## config.mk

```make
export PLATFORM = sky130hd
export DESIGN_NAME = ilv_mem_ctrl
export DESIGN_NICKNAME = d
export VERILOG_FILES = /design/src/rtl/ilv_pkg.sv /design/src/rtl/ilv_bank.sv /design/src/rtl/ilv_tag_fifo.sv /design/src/rtl/ilv_route.sv /design/src/rtl/ilv_mem_ctrl.sv
export SDC_FILE = /design/constraint.sdc
export NUM_CORES = 2
export LEC_CHECK = 0
export CORE_ASPECT_RATIO = 0.8
export CORE_MARGIN = 5
export CORE_UTILIZATION = 53
export DETAILED_ROUTE_END_ITERATION = 6
export HOLD_SLACK_MARGIN = 0.15
export PLACE_DENSITY = 0.71
export SLEW_MARGIN = 0
export SYNTH_ARGS = -nofsm -noshare
export SYNTH_HDL_FRONTEND = slang
export SYNTH_MEMORY_MAX_BITS = 65536
export SYNTH_SLANG_ARGS = --single-unit
```

## constraint.sdc

```tcl
create_clock -name clk -period 3.3 [get_ports clk]
set_input_delay 0.66 -clock clk [delete_from_list [all_inputs] [get_ports clk]]
set_output_delay 0.66 -clock clk [all_outputs]
set_load 0.01 [all_outputs]
```

## src/rtl/ilv_pkg.sv

```systemverilog
package ilv_pkg;
  typedef enum logic {
    CMD_RD = 1'b0,
    CMD_WR = 1'b1
  } ilv_cmd_e;
endpackage

```

## src/rtl/ilv_bank.sv

```systemverilog
// One memory module: busy for TC clocks per command, holds one read word
module ilv_bank #(
  parameter int WW     = 6,
  parameter int DATA_W = 16,
  parameter int TC     = 4
) (
  input  logic              clk,
  input  logic              rst_n,
  input  logic              sel,
  input  logic              we,
  input  logic [WW-1:0]     waddr,
  input  logic [DATA_W-1:0] wdata,
  input  logic              pop,
  output logic              rdy,
  output logic              held,
  output logic [DATA_W-1:0] rd_data
);
  localparam int DEPTH   = 1 << WW;
  localparam int CW      = $clog2(TC + 1);
  localparam bit ONE_CYC = (TC == 1);

  logic [DATA_W-1:0] mem [DEPTH];
  logic [CW-1:0]     cnt;
  logic              rd_pend;
  logic [WW-1:0]     addr_q;
  logic              finish;

  assign rdy    = (cnt == '0) && (!held || pop);
  assign finish = !sel && (cnt == CW'(1)) && rd_pend;

  always_ff @(posedge clk) begin
    if (sel && we) mem[waddr] <= wdata;
  end

  always_ff @(posedge clk) begin
    if (sel) addr_q <= waddr;
  end

  always_ff @(posedge clk) begin
    if (ONE_CYC && sel && !we) rd_data <= mem[waddr];
    else if (finish)           rd_data <= mem[addr_q];
  end

  always_ff @(posedge clk) begin
    if (!rst_n) begin
      cnt     <= '0;
      held    <= 1'b0;
      rd_pend <= 1'b0;
    end else begin
      if (pop) held <= 1'b0;
      if (sel) begin
        cnt     <= CW'(TC - 1);
        rd_pend <= !we;
        if (ONE_CYC && !we) held <= 1'b1;
      end else if (cnt != '0) begin
        cnt <= cnt - CW'(1);
        if (finish) held <= 1'b1;
      end
    end
  end
endmodule

```

## src/rtl/ilv_tag_fifo.sv

```systemverilog
// Order FIFO of module numbers for outstanding reads
module ilv_tag_fifo #(
  parameter int DEPTH = 4,
  parameter int W     = 2
) (
  input  logic                       clk,
  input  logic                       rst_n,
  input  logic                       push,
  input  logic [W-1:0]               push_tag,
  input  logic                       pop,
  output logic [W-1:0]               head,
  output logic                       empty,
  output logic                       full,
  output logic [$clog2(DEPTH+1)-1:0] count
);
  localparam int PW = (DEPTH > 1) ? $clog2(DEPTH) : 1;
  localparam int CNW = $clog2(DEPTH + 1);

  logic [W-1:0]  slots [DEPTH];
  logic [PW-1:0] wr_p, rd_p;

  function automatic logic [PW-1:0] bump(input logic [PW-1:0] p);
    return (p == PW'(DEPTH - 1)) ? '0 : p + PW'(1);
  endfunction

  assign head  = slots[rd_p];
  assign empty = (count == '0);
  assign full  = (count == CNW'(DEPTH));

  always_ff @(posedge clk) begin
    if (push) slots[wr_p] <= push_tag;
  end

  always_ff @(posedge clk) begin
    if (!rst_n) begin
      wr_p  <= '0;
      rd_p  <= '0;
      count <= '0;
    end else begin
      if (push) wr_p <= bump(wr_p);
      if (pop)  rd_p <= bump(rd_p);
      if (push && !pop)      count <= count + CNW'(1);
      else if (pop && !push) count <= count - CNW'(1);
    end
  end
endmodule

```

## src/rtl/ilv_route.sv

```systemverilog
// Address split and issue decision
module ilv_route
  import ilv_pkg::*;
#(
  parameter int ADDR_W = 8,
  parameter int K      = 2
) (
  input  logic                req_valid,
  input  logic                req_we,
  input  logic [ADDR_W-1:0]   req_addr,
  input  logic [(1<<K)-1:0]   bank_rdy,
  input  logic                tag_room,
  output logic                req_ready,
  output logic [(1<<K)-1:0]   sel,
  output logic [ADDR_W-K-1:0] word,
  output logic [K-1:0]        mod,
  output logic                tag_push
);
  localparam int NMOD = 1 << K;

  logic fire;

  assign mod       = req_addr[K-1:0];
  assign word      = req_addr[ADDR_W-1:K];
  assign req_ready = bank_rdy[mod] && (ilv_cmd_e'(req_we) == CMD_WR || tag_room);
  assign fire      = req_valid && req_ready;
  assign tag_push  = fire && (ilv_cmd_e'(req_we) == CMD_RD);

  for (genvar m = 0; m < NMOD; m++) begin : g_sel
    assign sel[m] = fire && (mod == K'(m));
  end
endmodule

```

## src/rtl/ilv_mem_ctrl.sv

```systemverilog
module ilv_mem_ctrl #(
  parameter int ADDR_W = 8,
  parameter int DATA_W = 16,
  parameter int K      = 2,
  parameter int TC     = 4
) (
  input  logic              clk,
  input  logic              rst_n,
  input  logic              req_valid,
  output logic              req_ready,
  input  logic              req_we,
  input  logic [ADDR_W-1:0] req_addr,
  input  logic [DATA_W-1:0] req_wdata,
  output logic              rsp_valid,
  input  logic              rsp_ready,
  output logic [DATA_W-1:0] rsp_rdata
);
  localparam int NMOD   = 1 << K;
  localparam int WW     = ADDR_W - K;
  localparam int TCNT_W = $clog2(NMOD + 1);

  logic [NMOD-1:0]   bank_sel, bank_rdy, bank_held, bank_pop;
  logic [DATA_W-1:0] bank_data [NMOD];
  logic [WW-1:0]     word;
  logic [K-1:0]      mod;
  logic              tag_push, tag_pop, tag_empty, tag_full;
  logic [K-1:0]      tag_head;
  logic [TCNT_W-1:0] tag_cnt;

  ilv_route #(.ADDR_W(ADDR_W), .K(K)) u_route (
    .req_valid (req_valid),
    .req_we    (req_we),
    .req_addr  (req_addr),
    .bank_rdy  (bank_rdy),
    .tag_room  (!tag_full || tag_pop),
    .req_ready (req_ready),
    .sel       (bank_sel),
    .word      (word),
    .mod       (mod),
    .tag_push  (tag_push)
  );

  ilv_tag_fifo #(.DEPTH(NMOD), .W(K)) u_tags (
    .clk      (clk),
    .rst_n    (rst_n),
    .push     (tag_push),
    .push_tag (mod),
    .pop      (tag_pop),
    .head     (tag_head),
    .empty    (tag_empty),
    .full     (tag_full),
    .count    (tag_cnt)
  );

  assign rsp_valid = !tag_empty && bank_held[tag_head];
  assign rsp_rdata = bank_data[tag_head];
  assign tag_pop   = rsp_valid && rsp_ready;

  for (genvar m = 0; m < NMOD; m++) begin : g_bank
    assign bank_pop[m] = tag_pop && (tag_head == K'(m));
    ilv_bank #(.WW(WW), .DATA_W(DATA_W), .TC(TC)) u_bank (
      .clk     (clk),
      .rst_n   (rst_n),
      .sel     (bank_sel[m]),
      .we      (req_we),
      .waddr   (word),
      .wdata   (req_wdata),
      .pop     (bank_pop[m]),
      .rdy     (bank_rdy[m]),
      .held    (bank_held[m]),
      .rd_data (bank_data[m])
    );
  end
endmodule

```

==> qor.txt <==
CP cell instances: mux4_2 -> mux2i_4 -> buf_4 -> mux2i_4 -> o31a_1 -> buf_2
share of the synthesized area in the top cell type: 0.780
Slew Limit Fails: 0
MaxCap Viol Count: 0
Static Leak: 58.2 nW
syn nets: 6474
Initial Utilization: 0.532
antenna-violating nets left: 0
VDD IR-drop max: 0.000552 V
outcome: complete, but fails checks
Setup crit start: u_tags.slots[1][1]
number of global-route vias before repair: 74.5k
Mean Syn Cell Area: 25.1 µm²
CTS sink cnt: 4221
std cell rows: 181
count leader, synth: edfxtp_1
critical path arrival: 2940 ps
power per cell area: 584 nW/µm²
relative slew slack: 0.169
PortBufs: 46
CTS Root Cell: clkbuf_16
final worst setup slack: -296 ps
Max Fanout on Critical Path: 7
Fin Hold WS: 186 ps
switching power: 22.9 mW
WL/cell: 36.1 µm
Netlist cell types: 50
first-pass GRT wire length: 584000 µm
yosys warns: 0
share of layout cells above drive strength 1: 0.384
fin crit period: 3600 ps
layout filler cell count: 19.4k
main flop type after synthesis: edfxtp_1
Die Wd: 627 µm
Die Y: 503 µm
Max Root-Sink Buffers: 4
violations in the final reports: DRC, setup timing
Setup CP Type: reg -> out
Clock power frac: 0.402
Worst setup EP type: primary output
Post-Syn Area: 161000 µm²
CP required: 2640 ps
Setup TNS: -3860 ps
Final Instance Count excl. Fillers: 11.5k
Vias: 76.2k
worst skew pair latency: 900 ps
Placed Cells: 10.8k
Final Setup Violations: 18
DP HPWL: 267000 µm
Fin. Hold Viols: 0
hold crit path type: in -> reg
Top Ports: 47
final wirelength: 417000 µm
initial antenna violation count: 31
Crit path top cell by count: mux2i_4
clock-pin slew on the worst setup and hold paths: 60 ps
area leader, netlist: edfxtp_1
CTS Buf Count: 379
First DRT Iteration DRCs: 12.3k
Critical R2R Launch: u_tags.slots[1][1]
Synth Instances: 6426
RSZ-0062 raised after global routing: true
critical path startpoint category: flop
Gate power share: 0.059
DRC: 526
share of synthesized flip-flops with an asynchronous set or reset: 0
clock skew: 41.4 ps
Area contributors post-synth: edfxtp_1, mux4_2, nor2_1
Total Routing Usage GR: 0.265
Slew @ Worst Pin: 1250 ps
GRT overflow: 0
sequential area share after synthesis: 0.784
Via-to-Cell Ratio: 6.60
first drt pass iteration count: 7
Crit-path slowest cell: mux4_2
critical path's largest stage delay: 640 ps
area of the core: 303000 µm²
CTS tree: built
final worst path period share: 1.09
internal power: 86.9 mW
top cells by count, synth: edfxtp_1, mux4_2, nor2_1
Die ar.: 316000 µm²
switch share: 0.209
final weighted congestion in routability-driven placement: 1.01
Place WS: -664 ps
fmax: 278 MHz
number of flops mapped to enable cells by yosys: 4192
pin count of the biggest net entering global routing: 107
synthesized flop and latch total: 4221
final net count: 7239
H-Tree Depth: 5
HP Start: req_wdata[10]
area grow syn2layout: 16.7%
Seq pwr share: 0.539
-- power by group through the flow --
stage | Clock (mW) | Combinational (mW) | Sequential [mW]
finish | 44.2 | 6.43 | 59.2
global route | 47.1 | 6.67 | 59.2
CTS | 44.7 | 6.33 | 59.2
detailed placement | 0 | 6.28 | 60.4
global placement | 0 | 6.14 | 60.4
floorplan | 0 | 3.08 | 60.3
-- worst paths after layout --
kind,end,slack [ps],cells after the start
max reg2reg,u_tags.count[2],10,12
max,rsp_valid,-300,6
min reg2reg,g_bank[3].u_bank.rd_pend,500,1
min,g_bank[3].u_bank.mem[50][10],190,1
-- sequential cells by signal, summed over array words and instances (netlist names), named ones only --
signal and flops:
g_bank.u_bank.held 4, u_tags.rd_p 2, g_bank.u_bank.cnt 12, g_bank.u_bank.rd_pend 4
u_tags.slots 8, g_bank.u_bank.rd_data 64, u_tags.count 3, g_bank.u_bank.mem 4096
g_bank.u_bank.addr_q 24, u_tags.wr_p 2
-- worst max-delay path: cells and delay by family (launching register included) --
family                 cells  cell delay [ps]
muxes                      3             1050
AOI/OAI and AO/OA          1              260
buffers and inverters      2              330
DFF                        1              400
-- per-stage QoR --
step | power, mW | util | instance area, µm²
after floorplan | 63.4 | - | 161000
after global routing | 113 | 0.620 | 188000
after CTS | 110 | 0.619 | 188000
after detailed placement | 66.7 | 0.579 | 176000
after global placement | 66.5 | 0.579 | 176000
final | 110 | 0.620 | 188000
-- cell usage in the layout, fill, tap and decap left out, drive strengths merged, types with 6 or more instances in the layout --
master,synthesis,routed
mux2i,8,8
buf,168,717
nand2,82,82
and2,8,8
dfxtp,29,29
diode,0,15
clkdlybuf4s50,0,12
nor2,270,270
a21boi,7,7
bufinv,0,44
o21ai,8,8
ha,18,18
inv,14,22
clkinvlp,0,13
edfxtp,4192,4192
mux4,1362,1362
o31a,6,6
nor3b,10,10
clkinv,0,157
clkbuf,179,468
-- logic make-up after synthesis --
family	Yosys count	share of synthesized area
AOI/OAI and AO/OA	42	0.00209
xor gates and xnor gates	2	0.000109
adders and majority gates	19	0.00152
buffers and inverters	361	0.00983
DFF	4221	0.784
muxes	1371	0.191
and+or+nand+nor	410	0.0117
-- layer usage --
layer	wire length, µm	global-route usage	vias up
met4	16900	0.0879	22
met2	188000	0.386	5287
li1	-	-	29500
met3	53100	0.0730	740
met1	159000	0.393	40700
met5	552	0.00941	-
-- layout make-up --
cell class,instances,area (µm²),share of cell area
multi-input cells,1844,33800,0.180
clock buffers,467,10100,0.0538
repair buffers,731,10400,0.0554
inverters,14,55.1,0.000293
well taps,4026,5040,0.0268
clock inverters,222,2230,0.0119
flip-flops and latches,4221,126000,0.672
diodes,15,37.5,0.000199
-- timing repair --
action	4_1_cts	5_1_grt
setup endpoints to repair	18	22
cloned	0	1
buffers inserted	4	6
hold endpoints to repair	29	0
hold buffers	1	0
pin swaps	6	4
resized for setup	89	28
(Power assumes the default switching activity.)
